File: config.mk
export PLATFORM = sky130hd
export DESIGN_NAME = pwrcal_ctrl
export DESIGN_NICKNAME = d
export VERILOG_FILES = /design/src/rtl/pwrcal_pkg.sv /design/src/rtl/pwrcal_sync.sv /design/src/rtl/pwrcal_rise.sv /design/src/rtl/pwrcal_dly_cnt.sv /design/src/rtl/pwrcal_ctrl.sv
export SDC_FILE = /design/constraint.sdc
export NUM_CORES = 1
export LEC_CHECK = 0
export BUFFER_PORTS_ARGS = -buffer_cell sky130_fd_sc_hd__buf_4
export CAP_MARGIN = 5
export CORE_MARGIN = 5
export CORE_UTILIZATION = 40
export DETAILED_ROUTE_END_ITERATION = 12
export PLACE_DENSITY = 0.69
export SLEW_MARGIN = 15
export SYNTH_ARGS = -nofsm -noshare
export SYNTH_HDL_FRONTEND = slang
export SYNTH_SLANG_ARGS = --single-unit
File: constraint.sdc
create_clock -name clk -period 2.1 [get_ports clk]
set_input_delay 0.42 -clock clk [delete_from_list [all_inputs] [get_ports clk]]
set_output_delay 0.42 -clock clk [all_outputs]
set_load 0.02 [all_outputs]
File: src/rtl/pwrcal_pkg.sv
package pwrcal_pkg;

  typedef enum logic [2:0] {
    ST_RESET_WAIT = 3'd0,
    ST_POR_DELAY  = 3'd1,
    ST_CALIB      = 3'd2,
    ST_ACTIVE     = 3'd3,
    ST_PWR_DOWN   = 3'd4
  } pwrcal_state_e;

  // Delay in cycles before the first calibration for a given selection.
  function automatic int por_cycles(input logic sel, input int short_d,
                                    input int long_d, input bit long_en);
    return (long_en && sel) ? long_d : short_d;
  endfunction

endpackage

File: src/rtl/pwrcal_sync.sv
module pwrcal_sync #(
  parameter int  STAGES  = 2,
  parameter bit  RST_VAL = 1'b1
) (
  input  logic clk,
  input  logic rst_n,
  input  logic d_async,
  output logic q_sync
);
  logic [STAGES-1:0] chain;

  always_ff @(posedge clk or negedge rst_n) begin
    if (!rst_n) chain <= {STAGES{RST_VAL}};
    else        chain <= {chain[STAGES-2:0], d_async};
  end

  assign q_sync = chain[STAGES-1];
endmodule

File: src/rtl/pwrcal_rise.sv
module pwrcal_rise (
  input  logic clk,
  input  logic rst_n,
  input  logic lvl,
  output logic rise
);
  logic lvl_q;

  always_ff @(posedge clk or negedge rst_n) begin
    if (!rst_n) lvl_q <= 1'b0;
    else        lvl_q <= lvl;
  end

  assign rise = lvl & ~lvl_q;
endmodule

File: src/rtl/pwrcal_dly_cnt.sv
module pwrcal_dly_cnt #(
  parameter int W = 4
) (
  input  logic         clk,
  input  logic         rst_n,
  input  logic         load,
  input  logic [W-1:0] load_val,
  input  logic         run,
  output logic         zero
);
  logic [W-1:0] cnt;

  always_ff @(posedge clk or negedge rst_n) begin
    if (!rst_n)                  cnt <= '0;
    else if (load)               cnt <= load_val;
    else if (run && cnt != '0)   cnt <= cnt - 1'b1;
  end

  assign zero = (cnt == '0);
endmodule

File: src/rtl/pwrcal_ctrl.sv
module pwrcal_ctrl
  import pwrcal_pkg::*;
#(
  parameter int SHORT_DLY = 4,
  parameter int LONG_DLY  = 12,
  parameter bit LONG_EN   = 1'b1,
  parameter int SYNC_STG  = 2
) (
  input  logic clk,
  input  logic rst_n,
  input  logic pd_req,
  input  logic cal_req,
  input  logic dly_long,
  input  logic cal_done,
  output logic cal_start,
  output logic cal_busy,
  output logic pwr_down,
  output logic out_en
);
  localparam int MAX_DLY = (LONG_DLY > SHORT_DLY) ? LONG_DLY : SHORT_DLY;
  localparam int CW      = $clog2(MAX_DLY + 1);

  pwrcal_state_e state, nxt;
  logic          pd_sync;
  logic          cal_rise;
  logic          dly_zero;
  logic          dly_load_en;
  logic [CW-1:0] dly_load;
  logic          start_nxt;
  logic          start_q;

  pwrcal_sync #(.STAGES(SYNC_STG), .RST_VAL(1'b1)) u_pd_sync (
    .clk(clk), .rst_n(rst_n), .d_async(pd_req), .q_sync(pd_sync)
  );

  pwrcal_rise u_req_rise (
    .clk(clk), .rst_n(rst_n), .lvl(cal_req), .rise(cal_rise)
  );

  generate
    if (LONG_EN) begin : g_two_delays
      assign dly_load = CW'(por_cycles(dly_long, SHORT_DLY, LONG_DLY, 1'b1) - 1);
    end else begin : g_short_only
      assign dly_load = CW'(SHORT_DLY - 1);
    end
  endgenerate

  pwrcal_dly_cnt #(.W(CW)) u_dly (
    .clk(clk), .rst_n(rst_n), .load(dly_load_en), .load_val(dly_load),
    .run(state == ST_POR_DELAY), .zero(dly_zero)
  );

  always_comb begin
    nxt         = state;
    start_nxt   = 1'b0;
    dly_load_en = 1'b0;
    unique case (state)
      ST_RESET_WAIT: begin
        if (!pd_sync) begin
          nxt         = ST_POR_DELAY;
          dly_load_en = 1'b1;
        end
      end
      ST_POR_DELAY: begin
        if (pd_sync) begin
          nxt = ST_RESET_WAIT;
        end else if (dly_zero) begin
          nxt       = ST_CALIB;
          start_nxt = 1'b1;
        end
      end
      ST_CALIB: begin
        if (cal_done) nxt = pd_sync ? ST_PWR_DOWN : ST_ACTIVE;
      end
      ST_ACTIVE: begin
        if (pd_sync) begin
          nxt = ST_PWR_DOWN;
        end else if (cal_rise) begin
          nxt       = ST_CALIB;
          start_nxt = 1'b1;
        end
      end
      ST_PWR_DOWN: begin
        if (!pd_sync) nxt = ST_ACTIVE;
      end
      default: nxt = ST_RESET_WAIT;
    endcase
  end

  always_ff @(posedge clk or negedge rst_n) begin
    if (!rst_n) begin
      state   <= ST_RESET_WAIT;
      start_q <= 1'b0;
    end else begin
      state   <= nxt;
      start_q <= start_nxt;
    end
  end

  assign cal_start = start_q;
  assign cal_busy  = (state == ST_CALIB);
  assign pwr_down  = (state == ST_RESET_WAIT) || (state == ST_PWR_DOWN);
  assign out_en    = !pwr_down;
endmodule

==> results of run 1 <==
[final cells by class]
class	instances	area (um2)
clock buffers	3	22.5
clock inverters	1	5.00
fillers	131	637
inverters	3	11.3
multi-input cells	39	269
flip-flops and latches	11	278
well taps	15	18.8
repair buffers	12	92.6
[worst max-delay path by stage]
stage | end | slack [ps] | depth (start not counted)
final | u_dly.cnt[2] | 230 | 5
after global routing | u_dly.cnt[2] | 160 | 5
after global placement | u_dly.cnt[2] | 290 | 5
after detailed placement | u_dly.cnt[2] | 240 | 5
after floorplan | u_dly.cnt[2] | 280 | 6
after CTS | u_dly.cnt[2] | 230 | 5
[registers in the layout, summed over array words and instances (netlist names)]
signal,flops
u_dly.cnt,4
u_req_rise.lvl_q,1
state,3
cal_start,1
u_pd_sync.chain,2
[stage by stage]
| step | setup slack [ps] | power [mW] | hold slack, ps | instance area, um2 |
|---|---|---|---|---|
| floorplan | 280 | 0.743 | 124 | 582 |
| CTS | 233 | 1.03 | 247 | 697 |
| global route | 156 | 1.10 | 234 | 697 |
| global placement | 290 | 0.863 | 260 | 659 |
| detailed placement | 244 | 0.877 | 263 | 659 |
| finish | 232 | 1.02 | 252 | 697 |
[per-layer routing]
metal	wire [um]	up-vias	GRT usage
met3	81	2	0.0554
li1	-	221	-
met1	484	199	0.143
met5	0	-	0
met4	10	0	0.0484
met2	499	11	0.172
[cell families (layout without fill, tap and decap cells)]
family,count (synthesis),count (layout),share of synthesized area
flip-flops,11,11,0.477
AND/OR/NAND/NOR,22,22,0.241
adder cells (fa/ha/maj),1,1,0.0215
buffers and inverters,6,19,0.0602
AO/OA/AOI/OAI,14,14,0.157
multiplexers,2,2,0.0430
[worst max-delay path: stages, from the launching register on]
cell	delay, ps
dfrtp_1	480
or4_4	560
nand2_1	100
ha_1	180
o21ai_0	90
a221o_1	350
[power groups by stage]
stage,clock (mW),combinational (mW),sequential (mW)
2_1_floorplan,0,0.417,0.326
3_3_place_gp,0,0.510,0.353
3_5_place_dp,0,0.523,0.355
4_1_cts,0.149,0.526,0.351
5_1_grt,0.159,0.574,0.365
6_report,0.144,0.519,0.352
[what timing repair did]
item                                   4_1_cts  5_1_grt
hold buffers                                 1        0
setup endpoints to repair                    0        0
buffers inserted                             0        0
endpoints found under the hold margin        9        0
[cell usage after synthesis]
cell       count  area (um2)
a211o_1        1        8.76
a21boi_0       1        7.51
a21boi_1       1        7.51
a21oi_1        3        15.0
a221o_1        1        10.0
and2_0         1        6.26
and2_1         1        6.26
buf_2          1        5.00
buf_4          1        7.51
buf_6          1        11.3
dfrtp_1        9         225
dfstp_2        2        52.6
ha_1           1        12.5
inv_1          3        11.3
mux2_4         1        15.0
mux2i_1        1        10.0
nand2_1        5        18.8
nand2b_1       1        6.26
nor2_1         4        15.0
nor2b_1        1        6.26
nor3_1         1        5.00
nor3b_1        3        22.5
nor3b_2        1        12.5
nor4_2         1        12.5
o21ai_0        4        20.0
o21bai_1       1        7.51
o22ai_1        1        6.26
o2bb2ai_1      1        8.76
or2_2          1        6.26
or4_4          2        22.5
==> results.md, run 1 <==
* Status: finished clean
* Largest net degree at the start of global routing at 12
* Clk Tree Root Cell: clkbuf_4
* Commonest non-fill, non-tap cell in the layout: buf_4
* Average wire per standard cell at 12.8 um
* FP Rows at 13
* Antenna cells at 0
* Max Cap Viol at 0
* Critical R2R Launch: state[0]
* HPWL reported at the end of detailed placement at 825 um
* Core box area at 1330 um2
* Setup_tns at 0 ps
* Hold Startpoint: pd_req
* Leak pwr at 0.319 nW
* First-pass GRT wire length at 1780 um
* Count of state elements after synthesis at 11
* Clock sink count at 11
* Synthesis Warnings at 0
* Initial core utilization at 0.436
* Post-CTS resize count at 0
* P&R area growth vs syn at 19.8%
* Layout Cells excl Fill at 84
* Worst setup path startpoint: state[0]
* Max Clk Rate at 535 MHz
* Die width at 48.1 um
* Slew margin rel. at 0.770
* CTS buffer count at 3
* Hold depth at 1
* Final Setup Violations at 0
* Post-synthesis cell type count at 30
* Syn nets at 63
* P per Cell Area at 1460 nW/um2
* Register area share after synthesis at 0.477
* HP Class: input port to flip-flop
* Final period utilization at 0.890
* Logic pwr share at 0.511
* Final Util at 0.523
* Final Slew Violations at 0
* H-tree depth at 1
* Skew-Pair Late Insertion Delay at 270 ps
* VDD IR-drop max at 0.846 mV
* Switching part of the total at 0.400
* Commonest cells after routing, fill and taps aside: buf_4 (11), dfrtp_1 (9), nand2_1 (5), nor2_1 (4), o21ai_0 (4)
* Setup crit end kind: flip-flop
* Clock Power Share at 0.142
* Post-synthesis cell count at 56
* Total grt overflow at 0
* Power share of the sequential group at 0.347
* R2R depth at 5
* Post-Place Cells at 79
* Final hold viol count at 0
* RD Place Congestion at 0.766
* CTS tree: yes
* Share of layout cells above drive strength 1 at 0.333
* Die Area at 2320 um2
* PortBufs at 9
* Critical path arrival at 2020 ps
* WHS Endpoint: u_pd_sync.chain[0]
* Die H at 48.1 um
* Number of iterations in the first detailed-routing pass at 2
* Worst path required time at 2260 ps
* Via/cell ratio at 5.15
* Initial antenna violation count at 0
* Crit-path max FO at 10
* Clk slew on worst S/H paths at 70 ps
* Fin nets at 77
* Num ports at 10
* Tmin final at 1870 ps
* Mean Syn Cell Area at 10.4 um2
* Clock buffer depth at 2
* Clock skew at 1.24 ps
* Cell-internal power at 0.609 mW
* Detailed-route wire length at 1080 um
* WS Path Type: flip-flop to flip-flop
* Vias in the first global route at 414
* Post-DRT Antenna Nets at 0
* Net Sw Power at 0.406 mW
* Startpoint types: flip-flop
* GRT Resource Usage Total at 0.116
* Drc violations at 0
* RSZ-0062 raised after global routing: false
* Reg2reg setup slack at 230 ps
* Worst Max-Slew Pin Slew at 343 ps
* Initial DRC count at 6
* Post-Syn Area at 582 um2
* DR vias at 433
* Worst R2R End: u_dly.cnt[2]
(Power assumes the default switching activity.)
==> run 2: changes to the inputs <==
--- a/config.mk
+++ b/config.mk
@@ -11,6 +11,7 @@
 export CORE_UTILIZATION = 40
 export DETAILED_ROUTE_END_ITERATION = 12
 export PLACE_DENSITY = 0.69
+export SETUP_SLACK_MARGIN = 0.5
 export SLEW_MARGIN = 15
 export SYNTH_ARGS = -nofsm -noshare
 export SYNTH_HDL_FRONTEND = slang
==> results.md, run 2 (synthesis gave the netlist of run 1 again) <==
* Status: finished clean
* H-tree depth at 1 (unchanged)
* Startpoint types: flip-flop
* RSZ-0062 raised after global routing: true
* Post-DRT Antenna Nets at 0 (unchanged)
* Initial core utilization at 0.436 (unchanged)
* PortBufs at 9 (unchanged)
* Fin nets at 82 (+6.5%)
* Crit path largest cell delay at 540 ps (-20 ps)
* Clock sink count at 11 (unchanged)
* Critical path arrival at 1810 ps (-210 ps)
* Vias in the first global route at 422 (+1.9%)
* Final hold viol count at 0 (unchanged)
* Placed cell area at 667 um2 (+1.1%)
* Via/cell ratio at 5.31 (+3.1%)
* Core box area at 1330 um2 (unchanged)
* Max reg flops at 4 (unchanged)
* Clk slew on worst S/H paths at 70 ps (about the same)
* Number of iterations in the first detailed-routing pass at 4 (+2)
* Final Setup Violations at 0 (unchanged)
* Commonest non-fill, non-tap cell in the layout: buf_4
* Fill cells at 123 (-6.1%)
* Biggest regs: u_dly.cnt: 4 flops, state: 3 flops, u_pd_sync.chain: 2 flops
* Antenna cells at 0 (unchanged)
* Detailed-route wire length at 1120 um (+4.5%)
* Final period utilization at 0.790 (-0.100)
* CP Cell Sequence: or4_4 -> nand2_4 -> ha_4 -> o21ai_1 -> a221o_1
* P per Cell Area at 1490 nW/um2 (+2.2%)
* FP Rows at 13 (unchanged)
* GRT Resource Usage Total at 0.119 (+0.00362)
* Setup crit end kind: flip-flop
* Average wire per standard cell at 12.6 um (-1.4%)
* Crit-path max FO at 4 (-6)
* Final Slew Violations at 0 (unchanged)
* Skew-Pair Late Insertion Delay at 270 ps (about the same)
* Total power at 1.16 mW (+15%)
* Max Clk Rate at 603 MHz (+13%)
* Design Area, Final at 781 um2 (+12%)
* Share of layout cells above drive strength 1 at 0.459 (+0.126)
* Largest net degree at the start of global routing at 12 (unchanged)
* Max Cap Viol at 0 (unchanged)
* RD Place Congestion at 0.752 (-1.9%)
* Total grt overflow at 0 (unchanged)
* Setup_tns at 0 ps (unchanged)
* DR vias at 473 (+9.2%)
* Leak pwr at 0.353 nW (+11%)
* HP Class: input port to flip-flop
* Slew margin rel. at 0.764 (-0.00596)
* WS Path Type: flip-flop to flip-flop
* CTS tree: yes
* Initial antenna violation count at 0 (unchanged)
* Worst Max-Slew Pin Slew at 351 ps (+7.52 ps)
* Crit-path slowest cell: or4_4
* P&R area growth vs syn at 34.2%
* First-pass GRT wire length at 1860 um (+4.3%)
* VDD IR-drop max at 0.818 mV (-3.3%)
* Initial DRC count at 7 (+1)
* Tmin final at 1660 ps (-210 ps)
* Die width at 48.1 um (unchanged)
* Die Area at 2320 um2 (unchanged)
* Top reg by flops: u_dly.cnt
* Worst path required time at 2260 ps (about the same)
* Die H at 48.1 um (unchanged)
* Commonest cells after routing, fill and taps aside: buf_4 (13), dfrtp_1 (8)
* Num ports at 10 (unchanged)
* HPWL reported at the end of detailed placement at 767 um (-7.0%)
* CTS buffer count at 3 (unchanged)
* Clock skew at 4.23 ps (+3.00 ps)
* Clk Tree Root Cell: clkbuf_4
* Drc violations at 0 (unchanged)
* Clock buffer depth at 2 (unchanged)
-- run 2: changes by cell type in the layout (fill, tap and decap cells not counted), moves of 2 or more --
cell / previous run / this run
nand2_4: 0 / 2
buf_4: 11 / 13
nand2_1: 5 / 3
buf_6: 0 / 2
-- run 2: power by group --
| group | total [mW] | internal, mW | switching, mW |
|---|---|---|---|
| clock network | 0.140 | 0.0704 | 0.0696 |
| logic | 0.672 | 0.344 | 0.328 |
| registers | 0.351 | 0.284 | 0.0665 |
-- run 2: what timing repair did --
item | 4_1_cts | 5_1_grt
endpoints found under the setup margin | 4 | 3
gates resized for setup | 5 | 4
buffers inserted | 4 | 0
gates cloned | 0 | 1
hold buffers | 1 | 0
pin swaps | 1 | 1
hold endpoints to repair | 9 | 0
-- run 2: stage by stage --
step                      hold WS, ps  setup slack, ps  utilization  std cells
after detailed placement          259              262        0.500         79
after floorplan                   124              326            -         56
after global routing              244              394        0.585         89
after global placement            259              290        0.500         79
final                             259              442        0.585         89
after CTS                         250              439        0.568         88
-- run 2: routing by layer --
metal	vias up	track usage	wire [um]
met3	2	0.0554	79
met2	10	0.169	539
met5	-	0	0
met4	0	0.0323	12
met1	228	0.163	491
li1	233	-	-
-- run 2: path summary, 6_finish.rpt --
path	startpoint	to	slack [ps]	cells after the start
max	state[2]	u_dly.cnt[2]	440	5
min	pd_req	u_pd_sync.chain[0]	260	1
max reg2reg	state[2]	u_dly.cnt[2]	440	5
min reg2reg	u_pd_sync.chain[0]	u_pd_sync.chain[1]	360	0
max in group asynchronous	rst_n	u_pd_sync.chain[0]	1360	2
min in group asynchronous	rst_n	cal_start	510	2
-- run 2: layout make-up --
class                           instances  area (um2)  area share
Clock buffer                            3        22.5      0.0288
Clock inverter                          1        5.00     0.00641
Inverter                                3        11.3      0.0144
Multi-Input combinational cell         39         309       0.396
Sequential cell                        11         279       0.357
Tap cell                               15        18.8      0.0240
Timing Repair Buffer                   17         135       0.173
-- run 2: worst max-delay path, delay by kind of cell (launching register included) --
kind	cells	cell delay, ps
and+or+nand+nor	2	630
DFF	1	410
AOI/OAI and AO/OA	2	360
adders and majority gates	1	130
==> run 3: changes to the inputs <==
--- a/config.mk
+++ b/config.mk
@@ -5,12 +5,13 @@
 export SDC_FILE = /design/constraint.sdc
 export NUM_CORES = 1
 export LEC_CHECK = 0
+export ABC_AREA = 1
 export BUFFER_PORTS_ARGS = -buffer_cell sky130_fd_sc_hd__buf_4
 export CAP_MARGIN = 5
 export CORE_MARGIN = 5
 export CORE_UTILIZATION = 40
 export DETAILED_ROUTE_END_ITERATION = 12
-export PLACE_DENSITY = 0.69
+export PLACE_DENSITY = 0.68
 export SETUP_SLACK_MARGIN = 0.5
 export SLEW_MARGIN = 15
 export SYNTH_ARGS = -nofsm -noshare
==> constraint.sdc (replaced) <==
create_clock -name clk -period 1.6 [get_ports clk]
set_input_delay 0.32 -clock clk [delete_from_list [all_inputs] [get_ports clk]]
set_output_delay 0.32 -clock clk [all_outputs]
set_load 0.02 [all_outputs]
==> results.md, run 3 <==
* H-tree depth at 1 (unchanged)
* Synthesis Warnings at 0 (unchanged)
* Leading area contributor after synthesis: dfrtp_1
* Asr flop ratio synth at 1.00 (unchanged)
* Number of flops mapped to enable cells by yosys at 0 (unchanged)
* Commonest cells after routing, fill and taps aside: nand2_1 (14), buf_4 (12), nor2_1 (8), buf_6 (8), dfrtp_1 (6)
* Setup crit end kind: output pin
* Clock buffer depth at 2 (unchanged)
* HPWL reported at the end of detailed placement at 1010 um (+31%)
* Syn nets at 87 (+38%)
* Hold slack final at 154 ps (-105 ps)
* Startpoint types: flip-flop
* Clk slew on worst S/H paths at 70 ps (about the same)
* Crit path largest cell delay at 460 ps (-80 ps)
* Post-synthesis cell count at 80 (+43%)
* Ys flop type: dfrtp_1
* Core box area at 1540 um2 (+16%)
* Status: finished clean
* Final Util at 0.640 (+0.0542)
* Vias in the first global route at 618 (+46%)
* Slew margin rel. at 0.871 (+0.106)
* Final hold viol count at 0 (unchanged)
* Final period utilization at 0.859
* Synth top area share at 0.339 (-0.0481)
* Top cells by count, synth: nand2_1 (18), nor2_1 (11), dfrtp_1 (9)
* Die Area at 2580 um2 (+11%)
* RSZ-0062 raised after global routing: true
* Drc violations at 0 (unchanged)
* Worst Max-Slew Pin Slew at 193 ps (-157 ps)
* Num ports at 10 (unchanged)
* GRT Resource Usage Total at 0.137 (+0.0175)
* Largest net degree at the start of global routing at 12 (unchanged)
* WS Path Type: flip-flop to output pin
* Max Cap Viol at 0 (unchanged)
* Fin nets at 113 (+38%)
* Clock sink count at 11 (unchanged)
* Skew-Pair Late Insertion Delay at 270 ps (about the same)
* Count of state elements after synthesis at 11 (unchanged)
* Die H at 50.8 um (+5.4%)
* HP Class: input port to flip-flop
* P per Cell Area at 2030 nW/um2 (+36%)
* Initial core utilization at 0.431 (-0.00520)
* Post-synthesis cell type count at 21 (-30%)
* Worst path required time at 1280 ps (-980 ps)
* Mean Syn Cell Area at 8.30 um2 (-20%)
* Biggest regs: u_dly.cnt: 4 flops, state: 3 flops, u_pd_sync.chain: 2 flops
* Total grt overflow at 0 (unchanged)
* Crit-path slowest cell: dfrtp_2
* Share of layout cells above drive strength 1 at 0.562 (+0.102)
* PortBufs at 9 (unchanged)
* CTS buffer count at 3 (unchanged)
* P&R area growth vs syn at 48.4%
* CTS tree: yes
* Final Setup Violations at 0 (unchanged)
* Post-Syn Area at 664 um2 (+14%)
* Post-DRT Antenna Nets at 0 (unchanged)
* VDD IR-drop max at 0.897 mV (+9.7%)
* Tmin final at 1370 ps
* Synth top area cells: dfrtp_1 (34%), nand2_1 (10%), dfstp_2 (7.9%)
* Register area share after synthesis at 0.418 (-0.0593)
* Commonest non-fill, non-tap cell in the layout: nand2_1
* Count leader, synth: nand2_1
* Max reg flops at 4 (unchanged)
* Initial DRC count at 15 (+8)
* Placed cell area at 786 um2 (+18%)
* Max Clk Rate at 727 MHz
* Clk Tree Root Cell: clkbuf_4
* Via/cell ratio at 5.13 (-3.4%)
* Design Area, Final at 986 um2 (+26%)
* Number of iterations in the first detailed-routing pass at 4 (unchanged)
* RD Place Congestion at 0.824 (+9.7%)
* CP Cell Sequence: inv_1 -> nand2_1 -> buf_4
* Critical path arrival at 1050 ps (-760 ps)
* Leak pwr at 0.460 nW (+31%)
* Final Slew Violations at 0 (unchanged)
* Setup_tns at 0 ps (unchanged)
* DR vias at 621 (+31%)
* Clock skew at 2.50 ps (-1.73 ps)
* Crit-path max FO at 5 (+1)
* Top reg by flops: u_dly.cnt
* First-pass GRT wire length at 2660 um (+43%)
* Die width at 50.8 um (+5.4%)
* Antenna cells at 0 (unchanged)
* Average wire per standard cell at 13.1 um (+3.6%)
* FP Rows at 14 (+1)
* Initial antenna violation count at 0 (unchanged)
* Detailed-route wire length at 1580 um (+41%)
==> run 3: changes by cell type after synthesis, sizes merged, moves of 3 or more <==
| cell | delta |
|---|---|
| nand2 | +19 |
| nor2 | +11 |
| nand3 | +9 |
| inv | +6 |
| nand4 | +4 |
| nor3b | -4 |
| buf | -3 |
| o21ai | -3 |
==> run 3: kinds of logic (layout without fill, tap and decap cells) <==
kind of cell / count (synthesis) / count (layout) / share of synthesized area
adders and majority gates: 1 / 1 / 0.0188
and+or+nand+nor: 55 / 55 / 0.467
buffers and inverters: 10 / 35 / 0.0565
AOI/OAI and AO/OA: 3 / 3 / 0.0396
DFF: 11 / 11 / 0.418
==> run 3: final cells by class <==
class	instances	area, um2
clock inverter	1	5.00
inverter	10	40.0
sequential	11	282
clock buffer	3	22.5
multi-input combinational	59	427
timing repair buffer	21	190
tap	16	20.0
fill	126	556
==> run 3: report_power, final <==
group	internal [mW]	total [mW]	switching, mW
sequential	0.377	0.499	0.122
combinational	0.601	1.31	0.711
clock	0.0925	0.188	0.0959
==> run 3: per-layer routing <==
metal  track usage  routed length [um]  vias up
met3        0.0414                  93        4
met2         0.229                 868       22
met5             0                   0        -
met1         0.151                 594      286
met4        0.0766                  25        0
li1              -                   -      309
==> run 3: critical path: cells and delay by family (launching register included) <==
kind	cells	cell delay, ps
flip-flops	1	460
buffers and inverters	2	260
AND/OR/NAND/NOR	1	70
==> run 3: final timing paths <==
| path | from | endpoint | slack [ps] | depth (start not counted) |
|---|---|---|---|---|
| worst max-delay path | state[0] | out_en | 230 | 3 |
| worst min-delay path | pd_req | u_pd_sync.chain[0] | 150 | 1 |
| worst max register to register | state[2] | u_dly.cnt[2] | 240 | 10 |
| worst min register to register | u_pd_sync.chain[0] | u_pd_sync.chain[1] | 360 | 0 |
| max in group asynchronous | rst_n | u_pd_sync.chain[1] | 970 | 2 |
| min in group asynchronous | rst_n | cal_start | 410 | 2 |
==> run 3: timing repair <==
item,in CTS,in global routing
pin swaps,8,15
gates resized for setup,13,9
buffers inserted,10,1
endpoints found under the hold margin,9,0
endpoints found under the setup margin,11,12
hold buffers,1,0
==> run 3: stage by stage <==
stage | power (mW) | instances | worst slack, ps
global placement | 1.42 | 105 | 284
floorplan | 1.23 | 80 | 269
CTS | 1.90 | 120 | 220
detailed placement | 1.44 | 105 | 271
finish | 2.00 | 121 | 225
global route | 2.15 | 121 | 153
